[src/rtl/bsx_pkg.sv]
package bsx_pkg;
  typedef enum logic [2:0] {
    OP_SHL  = 3'd0,
    OP_SAR  = 3'd1,
    OP_SHR  = 3'd2,
    OP_EXTS = 3'd3,
    OP_EXTU = 3'd4,
    OP_SXT  = 3'd5,
    OP_ZXT  = 3'd6,
    OP_RSV  = 3'd7
  } bsx_op_e;
endpackage

[src/rtl/bsx_decode.sv]
module bsx_decode
  import bsx_pkg::*;
#(
  parameter int W  = 64,
  parameter int PW = $clog2(W)
) (
  input  logic [2:0]    op_i,
  input  logic [W-1:0]  src_i,
  input  logic [W-1:0]  amt_i,
  input  logic [PW-1:0] pos_i,
  input  logic [PW-1:0] len_m1_i,
  input  logic [1:0]    size_i,
  output logic [PW-1:0] shamt_o,
  output logic          left_o,
  output logic          fill_o,
  output logic          over_o,
  output logic [PW-1:0] len_o,
  output logic          sext_o,
  output logic          kill_o
);
  localparam logic [PW-1:0] LEN_FULL = PW'(W - 1);
  localparam logic [PW-1:0] LEN_B    = PW'(7);
  localparam logic [PW-1:0] LEN_H    = PW'(15);
  localparam logic [PW-1:0] LEN_WD   = PW'(31);

  logic amt_big;
  logic [PW-1:0] ext_len;

  assign amt_big = |amt_i[W-1:PW];

  always_comb begin
    unique case (size_i)
      2'b00:   ext_len = LEN_B;
      2'b01:   ext_len = LEN_H;
      default: ext_len = LEN_WD;
    endcase
  end

  always_comb begin
    shamt_o = '0;
    left_o  = 1'b0;
    fill_o  = 1'b0;
    over_o  = 1'b0;
    len_o   = LEN_FULL;
    sext_o  = 1'b0;
    kill_o  = 1'b0;
    unique case (bsx_op_e'(op_i))
      OP_SHL: begin
        shamt_o = amt_i[PW-1:0];
        left_o  = 1'b1;
        over_o  = amt_big;
      end
      OP_SAR: begin
        shamt_o = amt_i[PW-1:0];
        fill_o  = src_i[W-1];
        over_o  = amt_big;
      end
      OP_SHR: begin
        shamt_o = amt_i[PW-1:0];
        over_o  = amt_big;
      end
      OP_EXTS: begin
        shamt_o = pos_i;
        fill_o  = src_i[W-1];
        len_o   = len_m1_i;
        sext_o  = 1'b1;
      end
      OP_EXTU: begin
        shamt_o = pos_i;
        len_o   = len_m1_i;
      end
      OP_SXT: begin
        len_o  = ext_len;
        sext_o = 1'b1;
      end
      OP_ZXT: len_o = ext_len;
      default: kill_o = 1'b1;
    endcase
  end
endmodule

[src/rtl/bsx_shifter.sv]
module bsx_shifter #(
  parameter int W  = 64,
  parameter int PW = $clog2(W)
) (
  input  logic [W-1:0]  data_i,
  input  logic [PW-1:0] shamt_i,
  input  logic          left_i,
  input  logic          fill_i,
  input  logic          over_i,
  output logic [W-1:0]  data_o
);
  logic [W-1:0] rev_in, rev_out, pre;
  logic [W-1:0] stg [PW+1];

  // left shift = reversed right shift with zero fill
  for (genvar i = 0; i < W; i++) begin : g_rev
    assign rev_in[i]  = data_i[W-1-i];
    assign rev_out[i] = stg[PW][W-1-i];
  end

  assign pre    = left_i ? rev_in : data_i;
  assign stg[0] = pre;

  for (genvar k = 0; k < PW; k++) begin : g_stage
    localparam int S = 2 ** k;
    assign stg[k+1] = shamt_i[k] ? {{S{fill_i}}, stg[k][W-1:S]} : stg[k];
  end

  assign data_o = over_i ? {W{fill_i}} : (left_i ? rev_out : stg[PW]);
endmodule

[src/rtl/bsx_mask.sv]
module bsx_mask #(
  parameter int W  = 64,
  parameter int PW = $clog2(W)
) (
  input  logic [W-1:0]  data_i,
  input  logic [PW-1:0] len_i,
  input  logic          sext_i,
  input  logic          kill_i,
  output logic [W-1:0]  data_o
);
  logic [W-1:0] keep;
  logic         top;

  for (genvar i = 0; i < W; i++) begin : g_keep
    assign keep[i] = (len_i >= PW'(i));
  end

  assign top    = sext_i & data_i[len_i];
  assign data_o = kill_i ? '0 : ((data_i & keep) | ({W{top}} & ~keep));
endmodule

[src/rtl/bsx_unit.sv]
module bsx_unit
  import bsx_pkg::*;
#(
  parameter int W  = 64,
  parameter int PW = $clog2(W)
) (
  input  logic          clk_i,
  input  logic          rst_ni,
  input  logic          valid_i,
  input  logic [2:0]    op_i,
  input  logic [W-1:0]  src_i,
  input  logic [W-1:0]  amt_i,
  input  logic [PW-1:0] pos_i,
  input  logic [PW-1:0] len_m1_i,
  input  logic [1:0]    size_i,
  output logic [W-1:0]  result_o,
  output logic          valid_o
);
  logic [PW-1:0] shamt, len;
  logic          left, fill, over, sext, kill;
  logic [W-1:0]  shifted, res_d;

  bsx_decode #(.W(W), .PW(PW)) u_dec (
    .op_i(op_i), .src_i(src_i), .amt_i(amt_i), .pos_i(pos_i),
    .len_m1_i(len_m1_i), .size_i(size_i),
    .shamt_o(shamt), .left_o(left), .fill_o(fill), .over_o(over),
    .len_o(len), .sext_o(sext), .kill_o(kill)
  );

  bsx_shifter #(.W(W), .PW(PW)) u_shf (
    .data_i(src_i), .shamt_i(shamt), .left_i(left), .fill_i(fill),
    .over_i(over), .data_o(shifted)
  );

  bsx_mask #(.W(W), .PW(PW)) u_msk (
    .data_i(shifted), .len_i(len), .sext_i(sext), .kill_i(kill),
    .data_o(res_d)
  );

  always_ff @(posedge clk_i or negedge rst_ni) begin
    if (!rst_ni) begin
      result_o <= '0;
      valid_o  <= 1'b0;
    end else begin
      valid_o <= valid_i;
      if (valid_i) result_o <= res_d;
    end
  end


  valid_follow_chk: assert property (@(posedge clk_i) disable iff (!rst_ni)
    valid_i |=> valid_o);

  result_hold_chk: assert property (@(posedge clk_i) disable iff (!rst_ni)
    !valid_i |=> $stable(result_o));

  shl_over_zero_chk: assert property (@(posedge clk_i) disable iff (!rst_ni)
    (valid_i && op_i == 3'(OP_SHL) && |amt_i[W-1:PW]) |=> result_o == '0);

  extu_upper_zero_chk: assert property (@(posedge clk_i) disable iff (!rst_ni)
    (valid_i && op_i == 3'(OP_EXTU))
      |=> (result_o >> ({1'b0, $past(len_m1_i)} + 7'd1)) == '0);

  zxt_byte_chk: assert property (@(posedge clk_i) disable iff (!rst_ni)
    (valid_i && op_i == 3'(OP_ZXT) && size_i == 2'b00) |=> result_o[W-1:8] == '0);

  rsv_zero_chk: assert property (@(posedge clk_i) disable iff (!rst_ni)
    (valid_i && op_i == 3'(OP_RSV)) |=> result_o == '0);
endmodule

[config.mk]
export PLATFORM = sky130hd
export DESIGN_NAME = bsx_unit
export DESIGN_NICKNAME = d
export VERILOG_FILES = /design/src/rtl/bsx_pkg.sv /design/src/rtl/bsx_decode.sv /design/src/rtl/bsx_shifter.sv /design/src/rtl/bsx_mask.sv /design/src/rtl/bsx_unit.sv
export SDC_FILE = /design/constraint.sdc
export NUM_CORES = 1
export LEC_CHECK = 0
export ABC_AREA = 1
export BUFFER_PORTS_ARGS = -buffer_cell sky130_fd_sc_hd__buf_4
export CORE_MARGIN = 10
export CORE_UTILIZATION = 40
export CTS_CLUSTER_DIAMETER = 60
export DETAILED_ROUTE_END_ITERATION = 8
export GPL_ROUTABILITY_DRIVEN = 0
export PLACE_DENSITY = 0.58
export RECOVER_POWER = 100
export SLEW_MARGIN = 5
export SYNTH_ARGS = -nofsm -noshare
export SYNTH_HDL_FRONTEND = slang
export SYNTH_SLANG_ARGS = --single-unit
[constraint.sdc]
create_clock -name clk_i -period 0.8 [get_ports clk_i]
set_input_delay 0.24 -clock clk_i [delete_from_list [all_inputs] [get_ports clk_i]]
set_output_delay 0.24 -clock clk_i [all_outputs]
set_load 0.02 [all_outputs]
==> run summary <==
Yosys printed 0 warnings. For the worst-skew pair, the clock arrives at the later sink with an insertion delay of 340 ps. The tools report the maximum number of pins on one net before global-route repair as 65. In this run the standard cell core region covers 27600 µm². For this block, the initial DRC count from the detailed router was 3037. The average routed wire per standard cell was 19.4 µm; the post-route clock skew was 0 ps. The run finished, with violations left. For the total half-perimeter wirelength after legalization and detailed placement, the log shows 43.0 mm. After detailed routing, the number of remaining DRC violations is 9. The transition time at the pin with the least slew margin came out at 674 ps. The sequential-to-total area share from yosys stat was 14.6%. For the overall die area, the log shows 34900 µm².

The area of combinational cells with multiple inputs came out at 9790 µm². Setup repair after global routing could not meet its margin everywhere. The cell area that synthesis handed to floorplanning was 11100 µm².

Of the available clock period, the critical path in the final layout requires 410%. On the final layout, the worst hold slack is 222 ps. The first global-routing pass estimated 84.2 mm of wire. The worst setup path is launched from an input pin.

Buffers inserted during clock tree synthesis total 9. The number of buffers and inverters on the critical path is 5. A synthesized cell averages 5.01 µm². For the initial antenna violation count, the log shows 0. The detailed-router iteration count before antenna repair was 9; the floorplan die height was 187 µm. The final global-route overflow total is 0, and the synthesis-to-layout area growth is 56.7%. The data required time at the worst endpoint was 1030 ps; the H-tree level count was 3. For this configuration, the core starts out at a cell density of 40.3%. Via count of the routed design: 17800. Time the worst path needs with I/O delays and setup: 3280 ps.

Clock-pin slew of the registers on the worst-case setup and hold paths: 50 ps. The post-route netlist has 31.7% of its cells at a drive strength greater than 1. 213 I/O pins were placed. The tools report the master cell of the clock root buffer as clkbuf_16. After synthesis the netlist holds a flip-flop and latch count of 65.

The maximum achievable frequency was 305 MHz. TritonCTS built the clock tree. In this run the remaining antenna-violating nets after routing total 0.

Highest-delay cell along the critical path: clkbuf_16. The via count normalized by instance count is 5.99. The critical path's most frequent cell is nand2_1.

In this run, distinct cell masters in the synthesized netlist total 27. Of all nets on the critical path, the largest fanout is 17. IR analysis of the VDD net gives a maximum drop of 1.10 mV.

The largest single stage delay on the critical path is 230 ps. The path class of the lowest-slack min-delay path is in2reg. The site row count was 61. The total area of sequential cells was 1630 µm². Setup violations remaining at the end of the flow were counted as 165. The worst pin sits at a relative slew slack of 55.0%. The final reports fail on DRC, setup timing. The port buffer count was 212. For the count of final max-slew check failures, the log shows 0.

The net count of the finished layout is 2735. The final number of hold-violating endpoints is 0, and the number of buffers between clock root and the deepest sink is 2. At the placement stage, the worst setup path has a slack of -2720 ps. For this block, the routed nets add up to 57.5 mm of wire. In this run the power density over the cells is 1540 nW/µm².

The design draws 27.0 mW. The max-cap check violation count was 0. In this run the most critical hold path is launched from valid_i. Fill cells in the final layout number 2699.

The worst setup path is of the in2reg kind. The run gives 15200 as the via count of the first global-routing pass. The worst setup path is captured at a flop. The width of the chip was 187 µm; the synthesized netlist net count was 2372.

The analysis attributes to cell leakage a power of 9.17 nW. Launch point of the worst path: op_i[1]. Counting every sink on the clock net gives 65. The run gives -2480 ps as the final worst setup slack. Launch point of the worst reg-to-reg path: result_o[35].

Data on the critical path arrives at its endpoint at 3510 ps. The final antenna diode count came out at 0. Global routing used 29.1% of the available tracks. The family with the most delay on the worst path is simple AND/OR/NAND/NOR gates. After technology mapping, the gate count stands at 2224.
==> cell usage in the layout, fill, tap and decap left out, types with 2 or more instances in the layout <==
cell type,netlist,layout
nand3_4,0,5
nand3b_1,6,6
o21ai_1,7,6
inv_1,84,84
nor2_1,100,93
nand2_2,1,44
inv_2,8,4
nor2_4,0,3
o21ai_0,26,19
buf_6,0,73
clkinvlp_4,0,2
a21oi_1,83,83
o21ai_4,0,4
nand4_1,3,3
buf_4,2,391
a31oi_1,3,3
nor2_2,3,7
o21ai_2,1,5
nor4_1,15,15
a22oi_2,0,3
inv_6,0,2
inv_4,0,2
clkbuf_16,0,19
nand3_1,863,658
buf_8,0,2
buf_12,0,40
nand2_4,0,3
nand3_2,2,202
dfrtp_1,65,65
nand2_1,776,729
clkinv_1,3,2
clkinv_4,0,2
==> layout make-up <==
class | count | area share (%)
Timing Repair Buffer | 520 | 28.0
Clock buffer | 10 | 1.37
Sequential cell | 65 | 9.32
Multi-Input combinational cell | 1896 | 56.1
Clock inverter | 6 | 0.387
Inverter | 95 | 2.17
Tap cell | 378 | 2.71
==> metal layers <==
layer	up-vias	track usage [%]	share of wire [%]
li1	8229	-	-
met1	8117	40.2	41
met2	1243	44.8	44
met3	189	4.59	11
met4	0	10.4	4.6
met5	-	0	0
==> worst register-to-register path, stage by stage, from the launching register on <==
cell and delay, ps:
dfrtp_1 420, nand2_1 90, nand2_1 50
==> path summary, 6_finish.rpt <==
| path | slack (ps) | depth (start not counted) | endpoint |
|---|---|---|---|
| worst max register to register | 130 | 2 | result_o[35] |
| worst min-delay path | 220 | 1 | valid_o |
| worst min register to register | 500 | 2 | result_o[48] |
| max in group asynchronous | -30 | 3 | result_o[5] |
| worst max-delay path | -2480 | 31 | result_o[44] |
| min in group asynchronous | 350 | 2 | result_o[19] |
==> timing repair <==
action,in CTS,in global routing
cloned,0,13
endpoints found under the setup margin,129,129
setup buffers,0,19
hold buffers,1,0
endpoints found under the hold margin,65,0
pin swaps,2,19
gates resized for setup,78,257
==> where the power goes <==
group          total (mW)  internal, mW  switching, mW
Combinational        18.4          7.51           10.9
Clock                4.12          2.50           1.62
Sequential           4.43          3.92          0.512
Total                27.0          13.9           13.0
==> cells in the mapped netlist, drive strengths merged <==
library cell	count	area [µm²]
inv	92	345
a21oi	83	415
nor2	103	394
clkinv	3	11.3
clkbuf	98	368
nand2	777	2920
nand3	865	4340
or3	1	6.26
or2	1	6.26
dfrtp	65	1630
nand4	3	18.8
o21bai	1	7.51
buf	70	323
a31oi	3	18.8
a22oi	3	22.5
o21ai	34	174
nor4	15	93.8
nand3b	6	45.0
o31ai	1	7.51
==> kinds of logic (layout without fill, tap and decap cells) <==
logic type	Yosys count	in the layout	synth area share [%]
buf+inv	263	631	9.40
flops	65	65	14.6
compound gates	125	125	5.79
simple gates	1771	1771	70.2
==> registers in the layout, indices dropped and copies added (netlist names) <==
register  count
valid_o       1
result_o     64
==> metrics by stage <==
stage / cell area [µm²] / utilization [%] / instances / TNS (ps)
3_5_place_dp: 15200 / 55.1 / 2921 / -170600
6_report: 17500 / 63.2 / 2970 / -176770
5_1_grt: 17500 / 63.2 / 2970 / -194370
4_1_cts: 15800 / 57.3 / 2938 / -164990
3_3_place_gp: 15200 / 55.1 / 2921 / -167900
2_1_floorplan: 11400 / - / 2224 / -121470
(Power assumes the default switching activity.)
